`src/rtl/rtc_pkg.sv`:
```
package rtc_pkg;
  localparam int RTC_SEC_BYTES    = 4;
  localparam int RTC_PRAM_BYTES   = 20;
  localparam int RTC_PRAM_AW      = $clog2(RTC_PRAM_BYTES);
  localparam int RTC_PRAM_HI_BASE = 16;

  typedef enum logic [2:0] {
    TGT_NONE,
    TGT_SEC,
    TGT_TEST,
    TGT_WP,
    TGT_PRAM
  } rtc_tgt_e;

  typedef struct packed {
    logic                   rd;
    rtc_tgt_e               tgt;
    logic [RTC_PRAM_AW-1:0] addr;
  } rtc_cmd_t;
endpackage

```
`src/rtl/rtc_cmd_decode.sv`:
```
module rtc_cmd_decode
  import rtc_pkg::*;
(
  input  logic [7:0] cmd_i,
  output rtc_cmd_t   dec_o
);
  always_comb begin
    dec_o.rd   = cmd_i[7];
    dec_o.tgt  = TGT_NONE;
    dec_o.addr = '0;
    if (cmd_i[6:4] == 3'b000 && cmd_i[1:0] == 2'b01) begin
      dec_o.tgt  = TGT_SEC;
      dec_o.addr = RTC_PRAM_AW'(cmd_i[3:2]);
    end else if (cmd_i[6:0] == 7'h31 && !cmd_i[7]) begin
      dec_o.tgt = TGT_TEST;
    end else if (cmd_i[6:0] == 7'h35 && !cmd_i[7]) begin
      dec_o.tgt = TGT_WP;
    end else if ((cmd_i & 8'h73) == 8'h21) begin
      dec_o.tgt  = TGT_PRAM;
      dec_o.addr = RTC_PRAM_AW'(RTC_PRAM_HI_BASE) + RTC_PRAM_AW'(cmd_i[3:2]);
    end else if (cmd_i[6] && cmd_i[1:0] == 2'b01) begin
      dec_o.tgt  = TGT_PRAM;
      dec_o.addr = RTC_PRAM_AW'(cmd_i[5:2]);
    end
  end
endmodule

```
`src/rtl/rtc_shift_if.sv`:
```
module rtc_shift_if #(
  parameter int BYTE_W = 8,
  localparam int CNT_W = $clog2(BYTE_W)
) (
  input  logic              clk,
  input  logic              rst_n,
  input  logic              ce_i,
  input  logic              sclk_i,
  input  logic              sdi_i,
  input  logic              go_rd_i,
  input  logic              go_wr_i,
  input  logic [BYTE_W-1:0] rd_byte_i,
  output logic              cmd_done_o,
  output logic              wr_done_o,
  output logic [BYTE_W-1:0] byte_o,
  output logic              sdo_o,
  output logic              sdo_en_o
);
  typedef enum logic [1:0] {PH_CMD, PH_RD, PH_WR, PH_HOLD} phase_e;

  phase_e            phase_q;
  logic [CNT_W-1:0]  cnt_q;
  logic [BYTE_W-2:0] shreg_q;
  logic [BYTE_W-1:0] obuf_q;
  logic              ce_s, sclk_s, sclk_d, sdi_s;
  logic              rise, last_bit;

  always_ff @(posedge clk or negedge rst_n) begin
    if (!rst_n) begin
      ce_s   <= 1'b0;
      sclk_s <= 1'b0;
      sclk_d <= 1'b0;
      sdi_s  <= 1'b0;
    end else begin
      ce_s   <= ce_i;
      sclk_s <= sclk_i;
      sclk_d <= sclk_s;
      sdi_s  <= sdi_i;
    end
  end

  assign rise       = ce_s && sclk_s && !sclk_d;
  assign last_bit   = (cnt_q == CNT_W'(BYTE_W - 1));
  assign byte_o     = {shreg_q, sdi_s};
  assign cmd_done_o = rise && last_bit && (phase_q == PH_CMD);
  assign wr_done_o  = rise && last_bit && (phase_q == PH_WR);
  assign sdo_en_o   = (phase_q == PH_RD);
  assign sdo_o      = sdo_en_o ? obuf_q[BYTE_W-1] : 1'b0;

  always_ff @(posedge clk or negedge rst_n) begin
    if (!rst_n) begin
      phase_q <= PH_CMD;
      cnt_q   <= '0;
      shreg_q <= '0;
      obuf_q  <= '0;
    end else if (!ce_s) begin
      phase_q <= PH_CMD;
      cnt_q   <= '0;
    end else if (rise) begin
      cnt_q <= cnt_q + 1'b1;
      case (phase_q)
        PH_CMD: begin
          shreg_q <= byte_o[BYTE_W-2:0];
          if (last_bit) begin
            if (go_rd_i) begin
              phase_q <= PH_RD;
              obuf_q  <= rd_byte_i;
            end else if (go_wr_i) begin
              phase_q <= PH_WR;
            end else begin
              phase_q <= PH_HOLD;
            end
          end
        end
        PH_RD: begin
          obuf_q <= {obuf_q[BYTE_W-2:0], 1'b0};
          if (last_bit) phase_q <= PH_HOLD;
        end
        PH_WR: begin
          shreg_q <= byte_o[BYTE_W-2:0];
          if (last_bit) phase_q <= PH_HOLD;
        end
        default: phase_q <= PH_HOLD;
      endcase
    end
  end
endmodule

```
`src/rtl/rtc_store.sv`:
```
module rtc_store
  import rtc_pkg::*;
#(
  parameter int SEC_BYTES  = RTC_SEC_BYTES,
  parameter int PRAM_BYTES = RTC_PRAM_BYTES,
  localparam int SEC_W  = SEC_BYTES * 8,
  localparam int SIDX_W = $clog2(SEC_BYTES),
  localparam int PA_W   = $clog2(PRAM_BYTES)
) (
  input  logic              clk,
  input  logic              rst_n,
  input  logic              tick_i,
  input  logic              sec_we_i,
  input  logic [SIDX_W-1:0] sec_widx_i,
  input  logic              pram_we_i,
  input  logic [PA_W-1:0]   pram_waddr_i,
  input  logic [7:0]        wdata_i,
  input  logic [SIDX_W-1:0] sec_ridx_i,
  input  logic [PA_W-1:0]   pram_raddr_i,
  output logic [7:0]        sec_rdata_o,
  output logic [7:0]        pram_rdata_o,
  output logic [SEC_W-1:0]  sec_o
);
  logic [SEC_W-1:0] sec_q, sec_nxt;
  logic [7:0]       pram_q [PRAM_BYTES];

  always_comb begin
    sec_nxt = sec_q + SEC_W'(tick_i);
    if (sec_we_i) sec_nxt[{sec_widx_i, 3'b000} +: 8] = wdata_i;
  end

  always_ff @(posedge clk or negedge rst_n) begin
    if (!rst_n) sec_q <= '0;
    else        sec_q <= sec_nxt;
  end

  for (genvar g = 0; g < PRAM_BYTES; g++) begin : g_pram
    always_ff @(posedge clk or negedge rst_n) begin
      if (!rst_n)
        pram_q[g] <= '0;
      else if (pram_we_i && pram_waddr_i == PA_W'(g))
        pram_q[g] <= wdata_i;
    end
  end

  assign sec_rdata_o  = sec_q[{sec_ridx_i, 3'b000} +: 8];
  assign pram_rdata_o = (int'(pram_raddr_i) < PRAM_BYTES) ? pram_q[pram_raddr_i] : 8'h00;
  assign sec_o        = sec_q;
endmodule

```
`src/rtl/rtc_serial_pram.sv`:
```
module rtc_serial_pram
  import rtc_pkg::*;
(
  input  logic clk,
  input  logic rst_n,
  input  logic ce_i,
  input  logic sclk_i,
  input  logic sdi_i,
  input  logic tick_i,
  output logic sdo_o,
  output logic sdo_en_o
);
  localparam int SEC_W  = RTC_SEC_BYTES * 8;
  localparam int SIDX_W = $clog2(RTC_SEC_BYTES);

  rtc_cmd_t               dec_now;
  rtc_tgt_e               tgt_q;
  logic [RTC_PRAM_AW-1:0] addr_q;
  logic                   wp_q;
  logic                   cmd_done, wr_done, go_rd, go_wr;
  logic [7:0]             byte_now, rd_byte, sec_rdata, pram_rdata;
  logic                   sec_we, pram_we;
  logic [SEC_W-1:0]       sec_q;

  rtc_shift_if #(.BYTE_W(8)) u_shift (
    .clk        (clk),
    .rst_n      (rst_n),
    .ce_i       (ce_i),
    .sclk_i     (sclk_i),
    .sdi_i      (sdi_i),
    .go_rd_i    (go_rd),
    .go_wr_i    (go_wr),
    .rd_byte_i  (rd_byte),
    .cmd_done_o (cmd_done),
    .wr_done_o  (wr_done),
    .byte_o     (byte_now),
    .sdo_o      (sdo_o),
    .sdo_en_o   (sdo_en_o)
  );

  rtc_cmd_decode u_dec (
    .cmd_i (byte_now),
    .dec_o (dec_now)
  );

  assign go_rd   = dec_now.rd && (dec_now.tgt == TGT_SEC || dec_now.tgt == TGT_PRAM);
  assign go_wr   = !dec_now.rd && (dec_now.tgt != TGT_NONE);
  assign rd_byte = (dec_now.tgt == TGT_SEC) ? sec_rdata : pram_rdata;

  always_ff @(posedge clk or negedge rst_n) begin
    if (!rst_n) begin
      tgt_q  <= TGT_NONE;
      addr_q <= '0;
    end else if (cmd_done) begin
      tgt_q  <= dec_now.tgt;
      addr_q <= dec_now.addr;
    end
  end

  always_ff @(posedge clk or negedge rst_n) begin
    if (!rst_n)                            wp_q <= 1'b0;
    else if (wr_done && tgt_q == TGT_WP)   wp_q <= byte_now[0];
  end

  assign sec_we  = wr_done && (tgt_q == TGT_SEC)  && !wp_q;
  assign pram_we = wr_done && (tgt_q == TGT_PRAM) && !wp_q;

  rtc_store u_store (
    .clk          (clk),
    .rst_n        (rst_n),
    .tick_i       (tick_i),
    .sec_we_i     (sec_we),
    .sec_widx_i   (addr_q[SIDX_W-1:0]),
    .pram_we_i    (pram_we),
    .pram_waddr_i (addr_q),
    .wdata_i      (byte_now),
    .sec_ridx_i   (dec_now.addr[SIDX_W-1:0]),
    .pram_raddr_i (dec_now.addr),
    .sec_rdata_o  (sec_rdata),
    .pram_rdata_o (pram_rdata),
    .sec_o        (sec_q)
  );
endmodule

```
`config.mk`:
```
export PLATFORM = sky130hd
export DESIGN_NAME = rtc_serial_pram
export DESIGN_NICKNAME = d
export VERILOG_FILES = /design/src/rtl/rtc_pkg.sv /design/src/rtl/rtc_cmd_decode.sv /design/src/rtl/rtc_shift_if.sv /design/src/rtl/rtc_store.sv /design/src/rtl/rtc_serial_pram.sv
export SDC_FILE = /design/constraint.sdc
export NUM_CORES = 1
export LEC_CHECK = 0
export ABC_AREA = 1
export BUFFER_PORTS_ARGS = -buffer_cell sky130_fd_sc_hd__buf_2
export CORE_MARGIN = 8
export CORE_UTILIZATION = 30
export DETAILED_ROUTE_END_ITERATION = 8
export HOLD_SLACK_MARGIN = 0.05
export PLACE_DENSITY = 0.45
export SYNTH_ARGS = -nofsm -noshare
export SYNTH_HDL_FRONTEND = slang
export SYNTH_HIERARCHICAL = 1
export SYNTH_SLANG_ARGS = --single-unit
```
`constraint.sdc`:
```
create_clock -name clk -period 2.82 [get_ports clk]
set_input_delay 0.141 -clock clk [delete_from_list [all_inputs] [get_ports clk]]
set_output_delay 0.141 -clock clk [all_outputs]
set_load 0.03 [all_outputs]
```
==> results of run 1 <==
[metal layers]
metal,vias up,GRT usage,share of wire
met1,5226,0.232,0.48
met3,50,0.0224,0.040
li1,5467,-,-
met5,-,0,0
met2,193,0.263,0.46
met4,0,0.0392,0.024
[cell families (layout without fill, tap and decap cells)]
logic type,Yosys count,in the layout
buffers and inverters,303,338
AOI/OAI and AO/OA,262,262
and+or+nand+nor,925,925
DFF,225,225
xor gates and xnor gates,5,5
adders and majority gates,13,13
[repair_timing]
action | CTS | global route
resized for setup | 0 | 0
hold buffers | 5 | 0
hold endpoints to repair | 229 | 0
[final cells by class]
type	count	area share
Inverter	227	0.0607
Sequential cell	225	0.400
Tap cell	532	0.0473
Multi-Input combinational cell	1205	0.387
Timing Repair Buffer	62	0.0414
Clock inverter	10	0.00551
Clock buffer	39	0.0585
[Yosys cell counts (13+ instances only)]
master    count  area share
o22ai_1      17      0.0086
nand2_1     632        0.19
nor2_1      105       0.032
o21ai_0     189       0.077
ha_1         13       0.013
a21oi_1      19      0.0077
nand4_1      23       0.012
dfrtp_1     225        0.46
inv_1       218       0.066
nand3_1     130       0.053
buf_2        23      0.0094
clkbuf_1     38       0.012
o21ai_1      20      0.0081
[state kept, by name, indices dropped and copies added, names as in the netlist]
signal           flops
u_shift/sdi_s        1
u_shift/obuf_q       8
tgt_q                3
u_shift/sclk_d       1
wp_q                 1
u_shift/sclk_s       1
u_shift/phase_q      2
u_shift/cnt_q        3
u_shift/shreg_q      7
u_shift/ce_s         1
u_store/pram_q     160
u_store/sec_o       32
addr_q               5
[layout by cell type, fill, tap and decap left out, types with 6 or more instances in the layout]
cell type  count
buf_12         9
clkbuf_16     29
o21ai_1       20
dfrtp_1      225
nor2_2        10
ha_1          13
clkinv_2       8
o21ai_0      189
o22ai_1       17
buf_4         41
nand2_2        7
clkbuf_8       6
nor2_1       105
buf_2          6
nand2_1      632
nand4_1       23
inv_1        218
a21oi_1       19
o21ai_2        9
nand3_1      128
[metrics by stage]
step           worst slack [ns]  power [W]  instance area, um^2   util
3_5_place_dp              0.196    0.00635                13100  0.323
3_3_place_gp              0.160    0.00635                13100  0.323
2_1_floorplan             0.608    0.00533                12300      -
5_1_grt                 0.00560     0.0104                14100  0.347
6_report                  0.234    0.00982                14100  0.347
4_1_cts                   0.217    0.00996                14100  0.347
[worst max path at each step]
stage	from	endpoint	slack [ns]	cells past startpoint
floorplan	u_shift/shreg_q[0]	u_shift/obuf_q[1]	0.61	22
global placement	u_shift/cnt_q[0]	u_store/sec_o[25]	0.16	11
detailed placement	u_shift/cnt_q[0]	u_store/sec_o[9]	0.20	11
CTS	u_shift/cnt_q[0]	u_store/sec_o[25]	0.22	11
global route	u_shift/sdi_s	u_shift/obuf_q[1]	0.006	19
finish	u_shift/cnt_q[0]	u_store/sec_o[25]	0.23	11
[power groups by stage]
| stage | sequential (W) | combinational [W] | clock [W] |
|---|---|---|---|
| 2_1_floorplan | 0.00370 | 0.00163 | 0 |
| 3_3_place_gp | 0.00381 | 0.00253 | 0 |
| 3_5_place_dp | 0.00380 | 0.00254 | 0 |
| 4_1_cts | 0.00375 | 0.00255 | 0.00365 |
| 5_1_grt | 0.00379 | 0.00284 | 0.00377 |
| 6_report | 0.00376 | 0.00253 | 0.00353 |
[worst max-delay path: stages, from the launching register on]
cell and delay [ns]:
dfrtp_1 0.37, ha_1 0.16, ha_1 0.18, nand2_1 0.09
nor2_1 0.14, inv_1 0.07, nor3_1 0.25, buf_4 0.22
nand2_1 0.27, nor2_1 0.41, nand3_1 0.23, nand2_1 0.12
==> metrics.md, run 1 <==
| Metric | Value |
|---|---|
| Num CTS Buffers | `28` |
| YS warnings | `6` |
| Initial antenna violation count | `0` |
| Top FF cell, synth | `dfrtp_1` |
| Post-Syn Nets | `~1800` |
| Setup violations, final | `0` |
| Area of the multi-input gates | `around 5500 um^2` |
| Port buffer count | `7` |
| WL per Instance | `16.9 um` |
| Final Slew Violations | `0` |
| Largest family of logic cells by synthesized area | `simple AND/OR/NAND/NOR gates` |
| EDFF count, synth | `0` |
| Largest net degree at the start of global routing | `77` |
| Internal power | `0.00633 W` |
| Worst path required time | `3.31 ns` |
| Post-synthesis cell count | `roughly 1700` |
| FF+latch count, synth | `between 200 and 250` |
| FF-to-FF setup slack | `between 0.2 and 0.25 ns` |
| Hold Fails Final Rpt | `0` |
| Htree depth | `1` |
| DR vias | `roughly 11000` |
| Worst Tran Pin Value | `roughly 1.2 ns` |
| Mapped Avg Cell Area | `a little over 7 um^2` |
| Starting density of the core | `0.303` |
| Worst setup EP type | `flip-flop` |
| VDD IR max | `0.407 mV` |
| Number of global-route vias before repair | `roughly 11000` |
| Setup TNS Final | `0 ns` |
| WL final | `between 30000 and 40000 um` |
| Layout cells sized above 1 | `0.0826` |
| Die Wd | `219 um` |
| Combinational share of power | `0.257` |
| FF/Latch Area | `about 5600 um^2` |
| Post-DP HPWL | `approximately 26000 um` |
| FILL cells | `approximately 4400` |
| # clock sinks | `~230` |
| Max Cap Viol | `0` |
| Launching point of the worst reg2reg path | `u_shift/cnt_q[0]` |
| Core footprint | `~41000 um^2` |
| Static leakage | `around 6.8 nW` |
| Setup crit start kind | `flip-flop` |
| Fmax | `around 390 MHz` |
| Crit path arrival time | `approximately 3 ns` |
| # diodes | `0` |
| Reg power frac | `0.383` |
| Post-synthesis compound-gate area fraction | `0.113` |
| Fin cells | `2300` |
| Setup Buffers After CTS | `0` |
| DRT iter0 DRCs | `approximately 780` |
| DR pass1 iterations | `5` |
| Share of synthesized flip-flops with an asynchronous set or reset | `1.00` |
| Tcrit/Tclk final | `0.917` |
| Pwr dens | `about 700 nW/um^2` |
| Root Driver | `clkbuf_16` |
| Vias/cell | `4.75` |
| Site row count | `74` |
| Synth Area in XOR/XNOR | `0.00356` |
| Net Sw Frac | `0.356` |
| Simple-Gate Fraction of Synth Area | `0.312` |
| Clock Power Share | `0.360` |
| DRC | `0` |
| Status | `complete, no violations` |
| Layout area overhead | `14.4%` |
| GRT Total Usage | `0.164` |
| Clock-pin slew on the worst setup and hold paths | `0.06 ns` |
| Worst-path maximum fanout | `10` |
| Clock latency on the worst-skew pair | `~0.55 ns` |
| Synth cell types | `40` |
| Hold_ws | `approximately 0.071 ns` |
| First-pass GRT wire length | `slightly above 60000 um` |
| Post-DRT Antenna Nets | `0` |
| Net Sw Power | `roughly 0.0035 W` |
| Full die area | `47800 um^2` |
| I/O pins | `8` |
| Worst slew margin | `0.183` |
| CTS tree | `yes` |
| Layout Nets | `1768` |
| Hold Crit Class | `primary input to async pin` |
| Adder-Cell Fraction of Synth Area | `0.0132` |
| Clock Skew | `0.00800 ns` |
| Mux cell area share after synthesis | `0` |
| Sequential share of the synthesized area | `0.458` |
| RR Endpoint | `u_store/sec_o[25]` |
| GR Overflow Total | `0` |
| R2R depth | `11` |
| Mapped Area | `12300 um^2` |
| Placer Congestion | `0.886` |
| Clk buf depth | `3` |
| DIE HEIGHT | `approximately 220 um` |
| WS Path Type | `flip-flop to flip-flop` |
| RSZ-0062 raised after global routing | `no` |
| Post-placement cell count | `2246` |
| Min cycle time layout | `between 2 and 3 ns` |
Note: power is estimated with default switching activity, not from simulation.
==> run 2: changes to the inputs <==
--- a/config.mk
+++ b/config.mk
@@ -11,7 +11,7 @@
 export CORE_UTILIZATION = 30
 export DETAILED_ROUTE_END_ITERATION = 8
 export HOLD_SLACK_MARGIN = 0.05
-export PLACE_DENSITY = 0.45
+export PLACE_DENSITY = 0.46
 export SYNTH_ARGS = -nofsm -noshare
 export SYNTH_HDL_FRONTEND = slang
 export SYNTH_HIERARCHICAL = 1
==> constraint.sdc (replaced) <==
create_clock -name clk -period 2.3 [get_ports clk]
set_input_delay 0.115 -clock clk [delete_from_list [all_inputs] [get_ports clk]]
set_output_delay 0.115 -clock clk [all_outputs]
set_load 0.03 [all_outputs]
==> run 2 against run 1 <==
First-iteration DRC count grew 20%. Clock power is 28% higher. Via count grew 4.7%. Fmax grew 8.7%. The flow now finishes with violations (negative setup slack). Critical path type unchanged. Combinational power increased by 52%. Clock skew is 0.010 ns higher. Register-to-register slack got worse by 0.31 ns. Routed wire length increased by 6.2%. Final cell count grew 3.9%. Setup slack got worse by 0.31 ns. Design area up 12%. Worst hold slack improved by 0.0070 ns.
==> metrics.md, run 2 (synthesis gave the netlist of run 1 again) <==
| Metric | Value |
|---|---|
| FILL cells | `4221` |
| Final Slew Violations | `0` |
| Hold Crit Class | `primary input to async pin` |
| DR vias | `between 10000 and 15000` |
| Design area | `15800 um^2` |
| Hold Fails Final Rpt | `0` |
| RR Endpoint | `u_shift/obuf_q[2]` |
| Placer Congestion | `0.896` |
| CTS tree | `yes` |
| Largest register FFs | `160` |
| FF-to-FF setup slack | `-0.08 ns` |
| Initial antenna violation count | `2` |
| R2R depth | `21` |
| Fmax | `approximately 420 MHz` |
| Fin cells | `about 2400` |
| Root Driver | `clkbuf_16` |
| DRC | `0` |
| Clock Skew | `roughly 0.018 ns` |
| Post-DRT Antenna Nets | `0` |
| I/O pins | `8` |
| Setup TNS Final | `-0.380 ns` |
| Vias/cell | `approximately 4.8` |
| Post-Place Worst Slack | `-0.225 ns` |
| Clock-pin slew on the worst setup and hold paths | `0.06 ns` |
| Post-placement cell count | `about 2300` |
| FF/Latch Area | `~5600 um^2` |
| Worst setup EP type | `flip-flop` |
| Htree depth | `1` |
| Core footprint | `slightly above 40000 um^2` |
| Site row count | `74` |
| Max Cap Viol | `0` |
| Min cycle time layout | `between 2 and 2.5 ns` |
| GRT Total Usage | `0.168` |
| Failing checks | `negative setup slack` |
| Status | `finished with violations` |
| Layout cells sized above 1 | `0.183` |
| Worst path required time | `approximately 2.7 ns` |
| Post-DP HPWL | `27100 um` |
| Launching point of the worst reg2reg path | `u_shift/sdi_s` |
| Largest Register | `u_store/pram_q` |
| Final setup margin | `-0.0791 ns` |
| Port buffer count | `7` |
| Layout Nets | `~1900` |
| DR pass1 iterations | `5` |
| Most common cell after layout, fill and taps aside | `nand2_1` |
| # diodes | `0` |
| # clock sinks | `approximately 230` |
| Static leakage | `~7.5 nW` |
| Num CTS Buffers | `28` |
| Setup crit start kind | `flip-flop` |
| Pwr dens | `821 nW/um^2` |
| Crit path arrival time | `2.82 ns` |
| Worst Tran Pin Value | `about 0.95 ns` |
| Largest net degree at the start of global routing | `just over 70` |
| First-pass GRT wire length | `63900 um` |
| WL per Instance | `between 15 and 20 um` |
| Clk buf depth | `3` |
| Setup violations, final | `7` |
| DIE HEIGHT | `219 um` |
| Clock latency on the worst-skew pair | `approximately 0.56 ns` |
| Worst slew margin | `0.365` |
| GR Overflow Total | `0` |
| Number of global-route vias before repair | `around 11000` |
| Full die area | `47800 um^2` |
| WS Path Type | `flip-flop to flip-flop` |
| WL final | `41300 um` |
| Starting density of the core | `0.303` |
| Layout area overhead | `28.1%` |
| Post-DP Area | `13600 um^2` |
| Commonest non-fill, non-tap cells in the layout | `nand2_1, dfrtp_1, inv_1` |
| Area of the multi-input gates | `about 6000 um^2` |
| DRT iter0 DRCs | `935` |
| VDD IR max | `0.694 mV` |
| Die Wd | `about 220 um` |
| Worst-path maximum fanout | `6` |
| RSZ-0062 raised after global routing | `yes` |
| Tcrit/Tclk final | `1.03` |
## run 2: power breakdown
group | total (W) | leakage [nW] | internal (W) | switching, W
Clock | 0.00451 | 0.464 | 0.00276 | 0.00175
Sequential | 0.00458 | 3.01 | 0.00424 | 0.000347
Combinational | 0.00385 | 4.00 | 0.00139 | 0.00246
Total | 0.0129 | 7.48 | 0.00838 | 0.00456
## run 2: worst max-delay path, stage by stage, from the launching register on
cell       delay [ns]
dfrtp_2          0.41
inv_2            0.04
nor2_2           0.14
nand4_1          0.18
nand3_4          0.24
buf_8            0.18
clkbuf_16        0.16
nand2_1          0.05
nand3_1          0.08
nand2_1          0.10
nand2_1          0.07
nand2_1          0.05
inv_1            0.04
nand2_1          0.07
nand2_1          0.07
nand2_1          0.05
nand2_1          0.07
nand2_1          0.05
nand2_1          0.06
nand2_1          0.05
nand4_1          0.06
nand2_1          0.05
## run 2: worst max path at each step
stage,from,endpoint,slack [ns],cells past startpoint
floorplan,u_shift/shreg_q[0],u_shift/obuf_q[1],0.09,22
global placement,u_shift/cnt_q[0],u_store/pram_q[120],-0.21,14
detailed placement,u_shift/cnt_q[0],u_store/pram_q[127],-0.22,14
CTS,u_shift/shreg_q[0],u_shift/obuf_q[3],-0.03,16
global route,u_shift/shreg_q[3],u_shift/obuf_q[0],-0.25,22
finish,u_shift/sdi_s,u_shift/obuf_q[2],-0.08,21
## run 2: layer usage
layer	global-route usage	routed length, um	vias to the layer above	part of all wire
li1	-	-	5672	-
met1	0.234	19400	5488	0.47
met2	0.272	19300	234	0.47
met3	0.0228	1610	58	0.039
met4	0.0450	1010	2	0.024
met5	0	11	-	0.00027
## run 2: area by class of cell
class / instances / area share
Multi-Input combinational cell: 1206 / 0.382
Sequential cell: 225 / 0.357
Timing Repair Buffer: 150 / 0.103
Inverter: 227 / 0.0556
Clock buffer: 41 / 0.0540
Tap cell: 532 / 0.0422
Clock inverter: 7 / 0.00579
Timing Repair inverter: 1 / 0.000317
## run 2: through the flow
step	power, W	hold WS [ns]	utilization
after floorplan	0.00653	-0.181	-
after global placement	0.00807	0.0647	0.336
after detailed placement	0.00806	0.0711	0.336
after CTS	0.0129	0.0805	0.371
after global routing	0.0136	0.111	0.388
final	0.0129	0.0777	0.388
## run 2: what timing repair did
item	CTS	global route
hold buffers	5	0
gates resized for setup	65	147
cloned	5	8
buffers inserted	13	9
setup endpoints to repair	131	159
endpoints found under the hold margin	229	0
pin swaps	15	21
